===== src/rtl/hdq_pkg.sv =====
package hdq_pkg;
    localparam int TICK_US    = 20;
    localparam int BREAK_US   = 210;
    localparam int RECOV_US   = 60;
    localparam int ONE_US     = 50;
    localparam int ZERO_US    = 120;
    localparam int CELL_US    = 210;
    localparam int GAP_US     = 300;
    localparam int RXWAIT_US  = 3000;
    localparam int RXLOW1_US  = 300;
    localparam int RXLOWN_US  = 400;
    localparam int RXHIGH_US  = 1000;
    localparam int THR_US     = 65;

    localparam int BREAK_T  = BREAK_US / TICK_US;
    localparam int RECOV_T  = RECOV_US / TICK_US;
    localparam int ONE_T    = ONE_US / TICK_US;
    localparam int ZERO_T   = ZERO_US / TICK_US;
    localparam int CELL_T   = CELL_US / TICK_US;
    localparam int GAP_T    = GAP_US / TICK_US;
    localparam int RXWAIT_T = RXWAIT_US / TICK_US;
    localparam int RXLOW1_T = RXLOW1_US / TICK_US;
    localparam int RXLOWN_T = RXLOWN_US / TICK_US;
    localparam int RXHIGH_T = RXHIGH_US / TICK_US;
    localparam int THR_T    = THR_US / TICK_US;

    localparam int BYTE_W = 8;
    localparam int CNT_W  = $clog2(RXWAIT_T + 1);
    localparam int BIT_W  = $clog2(BYTE_W + 1);

    typedef logic [CNT_W-1:0]  cnt_t;
    typedef logic [BIT_W-1:0]  bitn_t;
    typedef logic [BYTE_W-1:0] byte_t;

    typedef enum logic [3:0] {
        ST_IDLE,
        ST_BREAK,
        ST_RECOV,
        ST_TX_LOW,
        ST_TX_HIGH,
        ST_GAP,
        ST_RX_WAIT,
        ST_RX_LOW,
        ST_RX_HIGH
    } state_t;

    typedef struct packed {
        state_t     state;
        cnt_t       cnt;
        cnt_t       lowcnt;
        bitn_t      bitcnt;
        byte_t      shreg;
        byte_t      cmd;
        byte_t      txd;
        logic       data_ph;
        logic       oe;
        byte_t      done;
        byte_t      rx;
        logic [1:0] err;
    } regs_t;
endpackage


===== src/rtl/hdq_tick_gen.sv =====
module hdq_tick_gen #(
    parameter int DIV = 2000
) (
    input  logic clk,
    input  logic rst_n,
    input  logic en,
    output logic tick
);
    localparam int W = (DIV > 1) ? $clog2(DIV) : 1;
    localparam logic [W-1:0] LAST = W'(DIV - 1);

    logic [W-1:0] cnt_d, cnt_q;

    always_comb begin
        tick  = en && (cnt_q == LAST);
        cnt_d = cnt_q;
        if (!en) begin
            cnt_d = '0;
        end else if (cnt_q == LAST) begin
            cnt_d = '0;
        end else begin
            cnt_d = cnt_q + 1'b1;
        end
    end

    always_ff @(posedge clk or negedge rst_n) begin
        if (!rst_n) begin
            cnt_q <= '0;
        end else begin
            cnt_q <= cnt_d;
        end
    end

    generate
        if (DIV > 1) begin : g_spacing
            // ticks are never adjacent when the divider exceeds one
            assert_tick_spacing_R1: assert property (@(posedge clk) disable iff (!rst_n)
                tick |=> !tick);
        end
    endgenerate
endmodule


===== src/rtl/hdq_sync.sv =====
module hdq_sync #(
    parameter int STAGES = 2
) (
    input  logic clk,
    input  logic rst_n,
    input  logic async_i,
    output logic sync_o
);
    logic [STAGES-1:0] ff_d, ff_q;

    always_comb begin
        ff_d = {ff_q[STAGES-2:0], async_i};
    end

    always_ff @(posedge clk or negedge rst_n) begin
        if (!rst_n) begin
            ff_q <= '1;
        end else begin
            ff_q <= ff_d;
        end
    end

    assign sync_o = ff_q[STAGES-1];
endmodule


===== src/rtl/hdq_master.sv =====
module hdq_master
    import hdq_pkg::*;
#(
    parameter int CLK_PER_TICK = 2000
) (
    input  logic       clk,
    input  logic       rst_n,
    input  logic [7:0] req_cnt,
    input  logic [7:0] cmd,
    input  logic [7:0] tx_data,
    output logic [7:0] done_cnt,
    output logic [7:0] rx_data,
    output logic [1:0] err_code,
    output logic       line_oe,
    input  logic       line_in
);
    regs_t r_d, r_q;
    logic  tick;
    logic  line_s;
    logic  tick_en;
    byte_t rx_next;

    assign tick_en = (r_q.state != ST_IDLE);

    hdq_tick_gen #(.DIV(CLK_PER_TICK)) tick_i (
        .clk   (clk),
        .rst_n (rst_n),
        .en    (tick_en),
        .tick  (tick)
    );

    hdq_sync #(.STAGES(2)) sync_i (
        .clk     (clk),
        .rst_n   (rst_n),
        .async_i (line_in),
        .sync_o  (line_s)
    );

    function automatic cnt_t low_len(input logic b);
        return b ? cnt_t'(ONE_T) : cnt_t'(ZERO_T);
    endfunction

    always_comb begin
        r_d     = r_q;
        rx_next = {(r_q.lowcnt <= cnt_t'(THR_T)), r_q.shreg[BYTE_W-1:1]};
        case (r_q.state)
            ST_IDLE: begin
                r_d.oe = 1'b0;
                if (req_cnt != r_q.done) begin
                    r_d.state = ST_BREAK;
                    r_d.oe    = 1'b1;
                    r_d.cnt   = cnt_t'(BREAK_T);
                    r_d.cmd   = cmd;
                    r_d.txd   = tx_data;
                end
            end
            ST_BREAK: if (tick) begin
                if (r_q.cnt == cnt_t'(1)) begin
                    r_d.state = ST_RECOV;
                    r_d.oe    = 1'b0;
                    r_d.cnt   = cnt_t'(RECOV_T);
                end else begin
                    r_d.cnt = r_q.cnt - 1'b1;
                end
            end
            ST_RECOV: if (tick) begin
                if (r_q.cnt == cnt_t'(1)) begin
                    r_d.state   = ST_TX_LOW;
                    r_d.oe      = 1'b1;
                    r_d.shreg   = r_q.cmd;
                    r_d.bitcnt  = bitn_t'(BYTE_W);
                    r_d.data_ph = 1'b0;
                    r_d.cnt     = low_len(r_q.cmd[0]);
                end else begin
                    r_d.cnt = r_q.cnt - 1'b1;
                end
            end
            ST_TX_LOW: if (tick) begin
                if (r_q.cnt == cnt_t'(1)) begin
                    r_d.state  = ST_TX_HIGH;
                    r_d.oe     = 1'b0;
                    r_d.cnt    = cnt_t'(CELL_T) - low_len(r_q.shreg[0]);
                    r_d.shreg  = {1'b0, r_q.shreg[BYTE_W-1:1]};
                    r_d.bitcnt = r_q.bitcnt - 1'b1;
                end else begin
                    r_d.cnt = r_q.cnt - 1'b1;
                end
            end
            ST_TX_HIGH: if (tick) begin
                if (r_q.cnt != cnt_t'(1)) begin
                    r_d.cnt = r_q.cnt - 1'b1;
                end else if (r_q.bitcnt != '0) begin
                    r_d.state = ST_TX_LOW;
                    r_d.oe    = 1'b1;
                    r_d.cnt   = low_len(r_q.shreg[0]);
                end else if (r_q.data_ph) begin
                    r_d.state = ST_IDLE;
                    r_d.done  = r_q.done + 1'b1;
                    r_d.err   = 2'd0;
                end else if (r_q.cmd[BYTE_W-1]) begin
                    r_d.state = ST_GAP;
                    r_d.cnt   = cnt_t'(GAP_T);
                end else begin
                    r_d.state = ST_RX_WAIT;
                    r_d.cnt   = cnt_t'(RXWAIT_T);
                end
            end
            ST_GAP: if (tick) begin
                if (r_q.cnt == cnt_t'(1)) begin
                    r_d.state   = ST_TX_LOW;
                    r_d.oe      = 1'b1;
                    r_d.shreg   = r_q.txd;
                    r_d.bitcnt  = bitn_t'(BYTE_W);
                    r_d.data_ph = 1'b1;
                    r_d.cnt     = low_len(r_q.txd[0]);
                end else begin
                    r_d.cnt = r_q.cnt - 1'b1;
                end
            end
            ST_RX_WAIT: if (tick) begin
                if (!line_s) begin
                    r_d.state  = ST_RX_LOW;
                    r_d.cnt    = cnt_t'(RXLOW1_T);
                    r_d.lowcnt = cnt_t'(1);
                    r_d.bitcnt = bitn_t'(BYTE_W);
                end else if (r_q.cnt == cnt_t'(1)) begin
                    r_d.state = ST_IDLE;
                    r_d.done  = r_q.done + 1'b1;
                    r_d.err   = 2'd1;
                end else begin
                    r_d.cnt = r_q.cnt - 1'b1;
                end
            end
            ST_RX_LOW: if (tick) begin
                if (line_s) begin
                    r_d.shreg  = rx_next;
                    r_d.bitcnt = r_q.bitcnt - 1'b1;
                    if (r_q.bitcnt == bitn_t'(1)) begin
                        r_d.state = ST_IDLE;
                        r_d.done  = r_q.done + 1'b1;
                        r_d.err   = 2'd0;
                        r_d.rx    = rx_next;
                    end else begin
                        r_d.state = ST_RX_HIGH;
                        r_d.cnt   = cnt_t'(RXHIGH_T);
                    end
                end else if (r_q.cnt == cnt_t'(1)) begin
                    r_d.state = ST_IDLE;
                    r_d.done  = r_q.done + 1'b1;
                    r_d.err   = 2'd2;
                end else begin
                    r_d.cnt    = r_q.cnt - 1'b1;
                    r_d.lowcnt = r_q.lowcnt + 1'b1;
                end
            end
            ST_RX_HIGH: if (tick) begin
                if (!line_s) begin
                    r_d.state  = ST_RX_LOW;
                    r_d.cnt    = cnt_t'(RXLOWN_T);
                    r_d.lowcnt = cnt_t'(1);
                end else if (r_q.cnt == cnt_t'(1)) begin
                    r_d.state = ST_IDLE;
                    r_d.done  = r_q.done + 1'b1;
                    r_d.err   = 2'd3;
                end else begin
                    r_d.cnt = r_q.cnt - 1'b1;
                end
            end
            default: begin
                r_d.state = ST_IDLE;
                r_d.oe    = 1'b0;
            end
        endcase
    end

    always_ff @(posedge clk or negedge rst_n) begin
        if (!rst_n) begin
            r_q <= '{state: ST_IDLE, default: '0};
        end else begin
            r_q <= r_d;
        end
    end

    assign done_cnt = r_q.done;
    assign rx_data  = r_q.rx;
    assign err_code = r_q.err;
    assign line_oe  = r_q.oe;

    assert_done_step_R2: assert property (@(posedge clk) disable iff (!rst_n)
        (r_q.done != $past(r_q.done)) |-> (r_q.done == $past(r_q.done) + 8'd1));

    assert_idle_release_R11: assert property (@(posedge clk) disable iff (!rst_n)
        (r_q.state == ST_IDLE) |-> !line_oe);

    assert_rx_hold_R11: assert property (@(posedge clk) disable iff (!rst_n)
        !$stable(rx_data) |-> (err_code == 2'd0 && done_cnt != $past(done_cnt)));

    assert_rx_no_drive_R7: assert property (@(posedge clk) disable iff (!rst_n)
        (r_q.state == ST_RX_WAIT || r_q.state == ST_RX_LOW || r_q.state == ST_RX_HIGH)
            |-> !line_oe);

    assert_bitcnt_R4: assert property (@(posedge clk) disable iff (!rst_n)
        r_q.bitcnt <= bitn_t'(BYTE_W));
endmodule


===== config.mk =====
export PLATFORM = sky130hd
export DESIGN_NAME = hdq_master
export DESIGN_NICKNAME = d
export VERILOG_FILES = /design/src/rtl/hdq_pkg.sv /design/src/rtl/hdq_tick_gen.sv /design/src/rtl/hdq_sync.sv /design/src/rtl/hdq_master.sv
export SDC_FILE = /design/constraint.sdc
export NUM_CORES = 1
export LEC_CHECK = 0
export BUFFER_PORTS_ARGS = -buffer_cell sky130_fd_sc_hd__clkbuf_2
export CAP_MARGIN = 20
export CELL_PAD_IN_SITES_DETAIL_PLACEMENT = 2
export CELL_PAD_IN_SITES_GLOBAL_PLACEMENT = 2
export CORE_MARGIN = 3
export CORE_UTILIZATION = 35
export DETAILED_ROUTE_END_ITERATION = 7
export PLACE_DENSITY = 0.82
export RECOVER_POWER = 25
export SLEW_MARGIN = 20
export SYNTH_ARGS = -nofsm -noshare
export SYNTH_HDL_FRONTEND = slang
export SYNTH_HIERARCHICAL = 1
export SYNTH_SLANG_ARGS = --single-unit

===== constraint.sdc =====
create_clock -name clk -period 4.3 [get_ports clk]
set_input_delay 0.215 -clock clk [delete_from_list [all_inputs] [get_ports clk]]
set_output_delay 0.215 -clock clk [all_outputs]
set_load 0.05 [all_outputs]

==> impl_metrics.env, run 1 <==
export IMPL_outcome="finished with violations"
export IMPL_violations="max-capacitance violations, max-slew violations"
export IMPL_holdWs_ns=0.0864
export IMPL_syn_inst=544
export IMPL_critPathLaunchType="flop"
export IMPL_dieArea_um2=15700
export IMPL_path_clk_slew_ns=0.07
export IMPL_final_hold_viol_count=0
export IMPL_path_class="reg -> reg"
export IMPL_drive_gt1_frac=0.209
export IMPL_clkLatencyLatePin_ns=0.36
export IMPL_wirelength_um=15600
export IMPL_die_h_um=125
export IMPL_routed_via_density=5.90
export IMPL_cts_setup_buffers=0
export IMPL_rsz0062_at_grt="false"
export IMPL_antenna_found_initial=0
export IMPL_numCtsBuffers=9
export IMPL_gr_usage_all_layers=0.203
export IMPL_first_pass_iters=4
export IMPL_p_per_area_nw_per_um2=288
export IMPL_synthDominantCellAreaShare=0.396
export IMPL_initial_core_util=0.366
export IMPL_ys_async_sr_fraction=1.00
export IMPL_ant_nets=0
export IMPL_cpPeakStageDelay_ns=0.68
export IMPL_core_area_um2=13600
export IMPL_grt_pass1_vias=4838
export IMPL_min_period_ns=3.32
export IMPL_grt_pass1_wl_um=25800
export IMPL_wl_per_cell_um=20.9
export IMPL_cts_tree="yes"
export IMPL_synth_most_common_cell="dfrtp_1"
export IMPL_clockBufferDepth=2
export IMPL_synth_cell_types=69
export IMPL_placed_cells=727
export IMPL_io_buffers=45
export IMPL_slew_headroom=-0.365
export IMPL_seq_area_um2=2030
export IMPL_path_max_fanout=17
export IMPL_hpwl_um=11200
export IMPL_slew_viol_final=82
export IMPL_place_gp_congestion=0.870
export IMPL_ys_seq_area_frac=0.407
export IMPL_drt_initial_drc_count=208
export IMPL_synth_ff_latch_count=81
export IMPL_n_antenna_cell=0
export IMPL_cp_arrival_ns=3.57
export IMPL_total_power_mw=1.61
export IMPL_finalSetupTns_ns=0
export IMPL_endpoint_kind="flop"
export IMPL_r2r_slack_ns=0.98
export IMPL_clock_sinks=81
export IMPL_setup_violations=0
export IMPL_leakagePower_nw=2.52
export IMPL_ys_warn_count=6
export IMPL_finish_net_count=601
export IMPL_fmax_mhz=301
export IMPL_skew_ns=0.00647
export IMPL_ctsRootBufferMaster="clkbuf_16"
export IMPL_stdcell_area_um2=5580
export IMPL_min_path_type="in -> reg"
export IMPL_peakVddDrop_v=0.000163
export IMPL_worst_pin_slew_ns=2.05
export IMPL_fill_cells=1507
export IMPL_dpl_cell_area_um2=5260
export IMPL_ios=46
export IMPL_h_tree_depth=3
export IMPL_setup_ws_ns=0.977
export IMPL_fin_cells=745
export IMPL_synth_common_cells="dfrtp_1 (79), nand2_1 (56), nor2_1 (42)"
export IMPL_vias=4393
export IMPL_post_place_ws_ns=0.973
export IMPL_area_growth_syn_to_layout_pct=11.9
export IMPL_rows=42
export IMPL_final_core_util=0.410
export IMPL_path_buf_inv=3
export IMPL_drcViolationCount=0
export IMPL_min_period_over_period=0.773
export IMPL_synth_edff_count=0
export IMPL_crit_top_cell="inv_1"
export IMPL_gr_total_overflow=0
export IMPL_synthTopCellsByArea="dfrtp_1 (40%), mux2_2 (7.7%), nand2_1 (4.2%)"
export IMPL_yosys_area_top_type="dfrtp_1"
export IMPL_syn_num_nets=581
export IMPL_cp_slowest_cell="or4b_1"
export IMPL_netlist_area_um2=4990
export IMPL_syn_area_per_cell_um2=9.17
export IMPL_cp_data_required_time_ns=4.55
export IMPL_multiInputGateArea_um2=2660
export IMPL_die_w_um=125
export IMPL_crit_family="simple AND/OR/NAND/NOR gates"
export IMPL_grt_max_degree=82
export IMPL_crit_chain="or3_1, nor2_1, inv_1, inv_1, nor3_2, buf_4, nand2b_1, a21oi_1, o21ai_2, or4b_1, o41ai_1"
export IMPL_drv_cap=1
export IMPL_synth_flop_cell="dfrtp_1"
==> repair_timing <==
item / CTS / global route
hold endpoints to repair: 1 / 74
resized for setup: 0 / 0
hold buffers: 1 / 1
endpoints found under the setup margin: 0 / 0
==> registers in the layout, summed over array words and instances, names as in the netlist <==
signal and cells:
sync_i/ff_q 2, line_oe 1, err_code 2, r_q 49, rx_data 8, tick_i/cnt_q 11, done_cnt 8
==> layout by cell type, fill, tap and decap left out, types with 3 or more instances in the layout <==
cell / instances
o211ai_1: 4
o21a_1: 3
nor4_1: 8
o21ai_0: 39
or3_1: 5
clkbuf_16: 9
o2bb2ai_1: 4
buf_4: 9
a21oi_1: 27
o2111ai_1: 3
and2_1: 3
nand2_1: 56
a22oi_1: 13
xnor2_1: 4
xor2_1: 14
nor3b_1: 4
clkbuf_2: 45
nand3_1: 17
o41ai_1: 3
o22ai_1: 8
a31oi_1: 8
mux2_2: 34
ha_1: 10
and3_1: 4
o32ai_1: 3
nand4_1: 7
nor3_1: 10
inv_1: 12
o31ai_1: 6
nor2b_1: 6
clkinvlp_4: 3
a21o_1: 7
a32oi_1: 3
dfrtp_1: 79
nor2_1: 42
nand2b_1: 9
==> per-layer routing <==
layer | vias to the layer above | wire length (µm) | global-route usage
met3 | 22 | 751 | 0.0529
met2 | 90 | 8010 | 0.353
met5 | - | 0 | 0
met4 | 0 | 229 | 0.0619
met1 | 2273 | 6590 | 0.247
li1 | 2008 | - | -
==> power by group <==
| part | switching, mW | internal (mW) | total, mW |
|---|---|---|---|
| Clock | 0.343 | 0.455 | 0.798 |
| Combinational | 0.0279 | 0.0154 | 0.0434 |
| Sequential | 0.00398 | 0.764 | 0.768 |
==> final timing paths <==
check | startpoint | end | depth (start not counted)
setup / recovery | r_q[65]$_DFFE_PN0P_ | done_cnt[5]$_DFFE_PN0P_ | 11
hold / removal | tx_data[1] | r_q[21]$_DFFE_PN0P_ | 2
setup reg to reg | r_q[65]$_DFFE_PN0P_ | done_cnt[5]$_DFFE_PN0P_ | 11
hold reg to reg | sync_i/ff_q[0]$_DFF_PN1_ | sync_i/ff_q[1]$_DFF_PN1_ | 0
max in group asynchronous | rst_n | r_q[58]$_DFFE_PN0P_ | 2
min in group asynchronous | rst_n | done_cnt[3]$_DFFE_PN0P_ | 2
==> cell families after synthesis <==
kind of cell	after synthesis	share of synthesized area
AND/OR/NAND/NOR	189	0.193
AO/OA/AOI/OAI	150	0.201
flip-flops	81	0.407
buffers and inverters	60	0.0612
multiplexers	36	0.0808
XOR/XNOR	18	0.0316
adder cells (fa/ha/maj)	10	0.0251
==> area by class of cell <==
cell class	instances	share of cell area
multi-input combinational	403	0.477
sequential	81	0.364
tap	176	0.0395
timing repair buffer	56	0.0561
inverter	13	0.00875
clock buffer	9	0.0404
clock inverter	7	0.0141
(Power assumes the default switching activity.)
==> inputs of run 2 (changes only) <==
--- a/config.mk
+++ b/config.mk
@@ -10,9 +10,9 @@
 export CELL_PAD_IN_SITES_DETAIL_PLACEMENT = 2
 export CELL_PAD_IN_SITES_GLOBAL_PLACEMENT = 2
 export CORE_MARGIN = 3
-export CORE_UTILIZATION = 35
+export CORE_UTILIZATION = 34
 export DETAILED_ROUTE_END_ITERATION = 7
-export PLACE_DENSITY = 0.82
+export PLACE_DENSITY = 0.84
 export RECOVER_POWER = 25
 export SLEW_MARGIN = 20
 export SYNTH_ARGS = -nofsm -noshare
==> constraint.sdc (replaced) <==
create_clock -name clk -period 2.66 [get_ports clk]
set_input_delay 0.133 -clock clk [delete_from_list [all_inputs] [get_ports clk]]
set_output_delay 0.133 -clock clk [all_outputs]
set_load 0.05 [all_outputs]
==> run 2 against run 1 <==
The flow finishes with violations (max-capacitance violations, max-slew violations, negative setup slack). First-iteration DRC count is 26% higher. Combinational power is 77% higher. Sequential cell count stayed put.
==> impl_metrics.env, run 2 (synthesis results as in run 1) <==
export IMPL_rows=43
export IMPL_path_max_fanout=6
export IMPL_core_area_um2=14100
export IMPL_clockBufferDepth=2
export IMPL_leakagePower_nw=2.75
export IMPL_gr_usage_all_layers=0.227
export IMPL_stdcell_area_um2=6050
export IMPL_skew_ns=0.00640
export IMPL_cp_arrival_ns=2.93
export IMPL_drv_cap=1
export IMPL_regMostFlops="r_q"
export IMPL_grt_pass1_wl_um=29000
export IMPL_clock_sinks=81
export IMPL_p_per_area_nw_per_um2=476
export IMPL_holdWs_ns=0.00763
export IMPL_worst_pin_slew_ns=2.07
export IMPL_violations="max-capacitance violations, max-slew violations, negative setup slack"
export IMPL_min_path_type="in -> reg"
export IMPL_min_period_ns=2.68
export IMPL_setup_violations=1
export IMPL_setup_ws_ns=-0.0205
export IMPL_top_regs="r_q: 49 flops, tick_i/cnt_q: 11 flops"
export IMPL_total_power_mw=2.88
export IMPL_wl_per_cell_um=22.8
export IMPL_slew_headroom=-0.380
export IMPL_die_h_um=127
export IMPL_critPathLaunchType="flop"
export IMPL_rsz0062_at_grt="true"
export IMPL_cp_data_required_time_ns=2.91
export IMPL_first_pass_iters=4
export IMPL_area_growth_syn_to_layout_pct=21.3
export IMPL_final_common_cell="dfrtp_1"
export IMPL_final_core_util=0.429
export IMPL_final_hold_viol_count=0
export IMPL_n_antenna_cell=0
export IMPL_drcViolationCount=0
export IMPL_h_tree_depth=3
export IMPL_antenna_found_initial=0
export IMPL_io_buffers=45
export IMPL_drt_initial_drc_count=263
export IMPL_initial_core_util=0.354
export IMPL_ctsRootBufferMaster="clkbuf_16"
export IMPL_path_class="reg -> reg"
export IMPL_fill_cells=1519
export IMPL_numCtsBuffers=9
export IMPL_drive_gt1_frac=0.289
export IMPL_outcome="finished with violations"
export IMPL_routed_via_density=5.88
export IMPL_finish_net_count=637
export IMPL_path_clk_slew_ns=0.07
export IMPL_grt_max_degree=82
export IMPL_dpl_cell_area_um2=5560
export IMPL_most_common_layout_cells="dfrtp_1 (79), nand2_1 (56), clkbuf_2 (45), nor2_1 (39), buf_4 (39)"
export IMPL_endpoint_kind="flop"
export IMPL_ios=46
export IMPL_fmax_mhz=373
export IMPL_die_w_um=127
export IMPL_peakVddDrop_v=0.000535
export IMPL_largest_register_ffs=49
export IMPL_hpwl_um=12000
export IMPL_wirelength_um=17900
export IMPL_ant_nets=0
export IMPL_grt_pass1_vias=5245
export IMPL_gr_total_overflow=0
export IMPL_cts_tree="yes"
export IMPL_min_period_over_period=1.01
export IMPL_dieArea_um2=16200
export IMPL_clkLatencyLatePin_ns=0.36
export IMPL_vias=4616
export IMPL_slew_viol_final=82
export IMPL_place_gp_congestion=0.848
==> run 2: final cells by class <==
cell class | count | area [µm²] | area share
flip-flops and latches | 81 | 2030 | 0.335
clock inverters | 7 | 141 | 0.0234
multi-input cells | 404 | 2780 | 0.460
clock buffers | 9 | 225 | 0.0372
repair buffers | 91 | 598 | 0.0988
inverters | 13 | 48.8 | 0.00806
well taps | 180 | 225 | 0.0372
==> run 2: routing by layer <==
metal / global-route usage / part of all wire / vias up
li1: - / - / 2089
met1: 0.273 / 0.41 / 2399
met2: 0.403 / 0.54 / 112
met3: 0.0452 / 0.042 / 16
met4: 0.0839 / 0.013 / 0
met5: 0 / 0 / -
==> run 2: what timing repair did <==
| item | CTS | global route |
|---|---|---|
| endpoints found under the hold margin | 81 | 0 |
| pin swaps | 2 | 7 |
| buffers inserted | 0 | 3 |
| hold buffers | 3 | 0 |
| gates resized for setup | 3 | 15 |
| setup endpoints to repair | 21 | 23 |
| gates cloned | 0 | 1 |
==> run 2: where the power goes <==
| group | internal (mW) | switching, mW |
|---|---|---|
| combinational | 0.0289 | 0.0480 |
| clock | 1.01 | 0.552 |
| sequential | 1.23 | 0.00564 |
| total | 2.28 | 0.606 |
==> run 2: worst paths after layout <==
| path | from | to | slack, ns | depth (start not counted) |
|---|---|---|---|---|
| worst max-delay path | r_q[66]$_DFFE_PN0P_ | done_cnt[1]$_DFFE_PN0P_ | -0.02 | 11 |
| worst min-delay path | tx_data[3] | r_q[23]$_DFFE_PN0P_ | 0.008 | 2 |
| worst max register to register | r_q[66]$_DFFE_PN0P_ | done_cnt[1]$_DFFE_PN0P_ | -0.02 | 11 |
| worst min register to register | sync_i/ff_q[0]$_DFF_PN1_ | sync_i/ff_q[1]$_DFF_PN1_ | 0.35 | 0 |
| max in group asynchronous | rst_n | done_cnt[7]$_DFFE_PN0P_ | 0.41 | 3 |
| min in group asynchronous | rst_n | r_q[50]$_DFFE_PN0P_ | 1.00 | 3 |
==> run 2: critical path, stage by stage, from the launching register on <==
cell      delay (ns)
dfrtp_1         0.38
or3_4           0.41
nor2_4          0.13
inv_2           0.07
inv_2           0.13
nor3_4          0.08
buf_4           0.16
nand2b_1        0.10
a21oi_2         0.07
o21ai_2         0.20
or4b_4          0.55
mux2_2          0.29
==> run 2: stage by stage <==
step                setup WS (ns)  TNS (ns)  cells
finish                    -0.0205   -0.0205    785
global route               -0.152     -1.47    785
detailed placement         -0.115     -1.36    762
global placement           0.0449         0    762
floorplan                 -0.0306   -0.0917    544
CTS                       0.00878         0    781
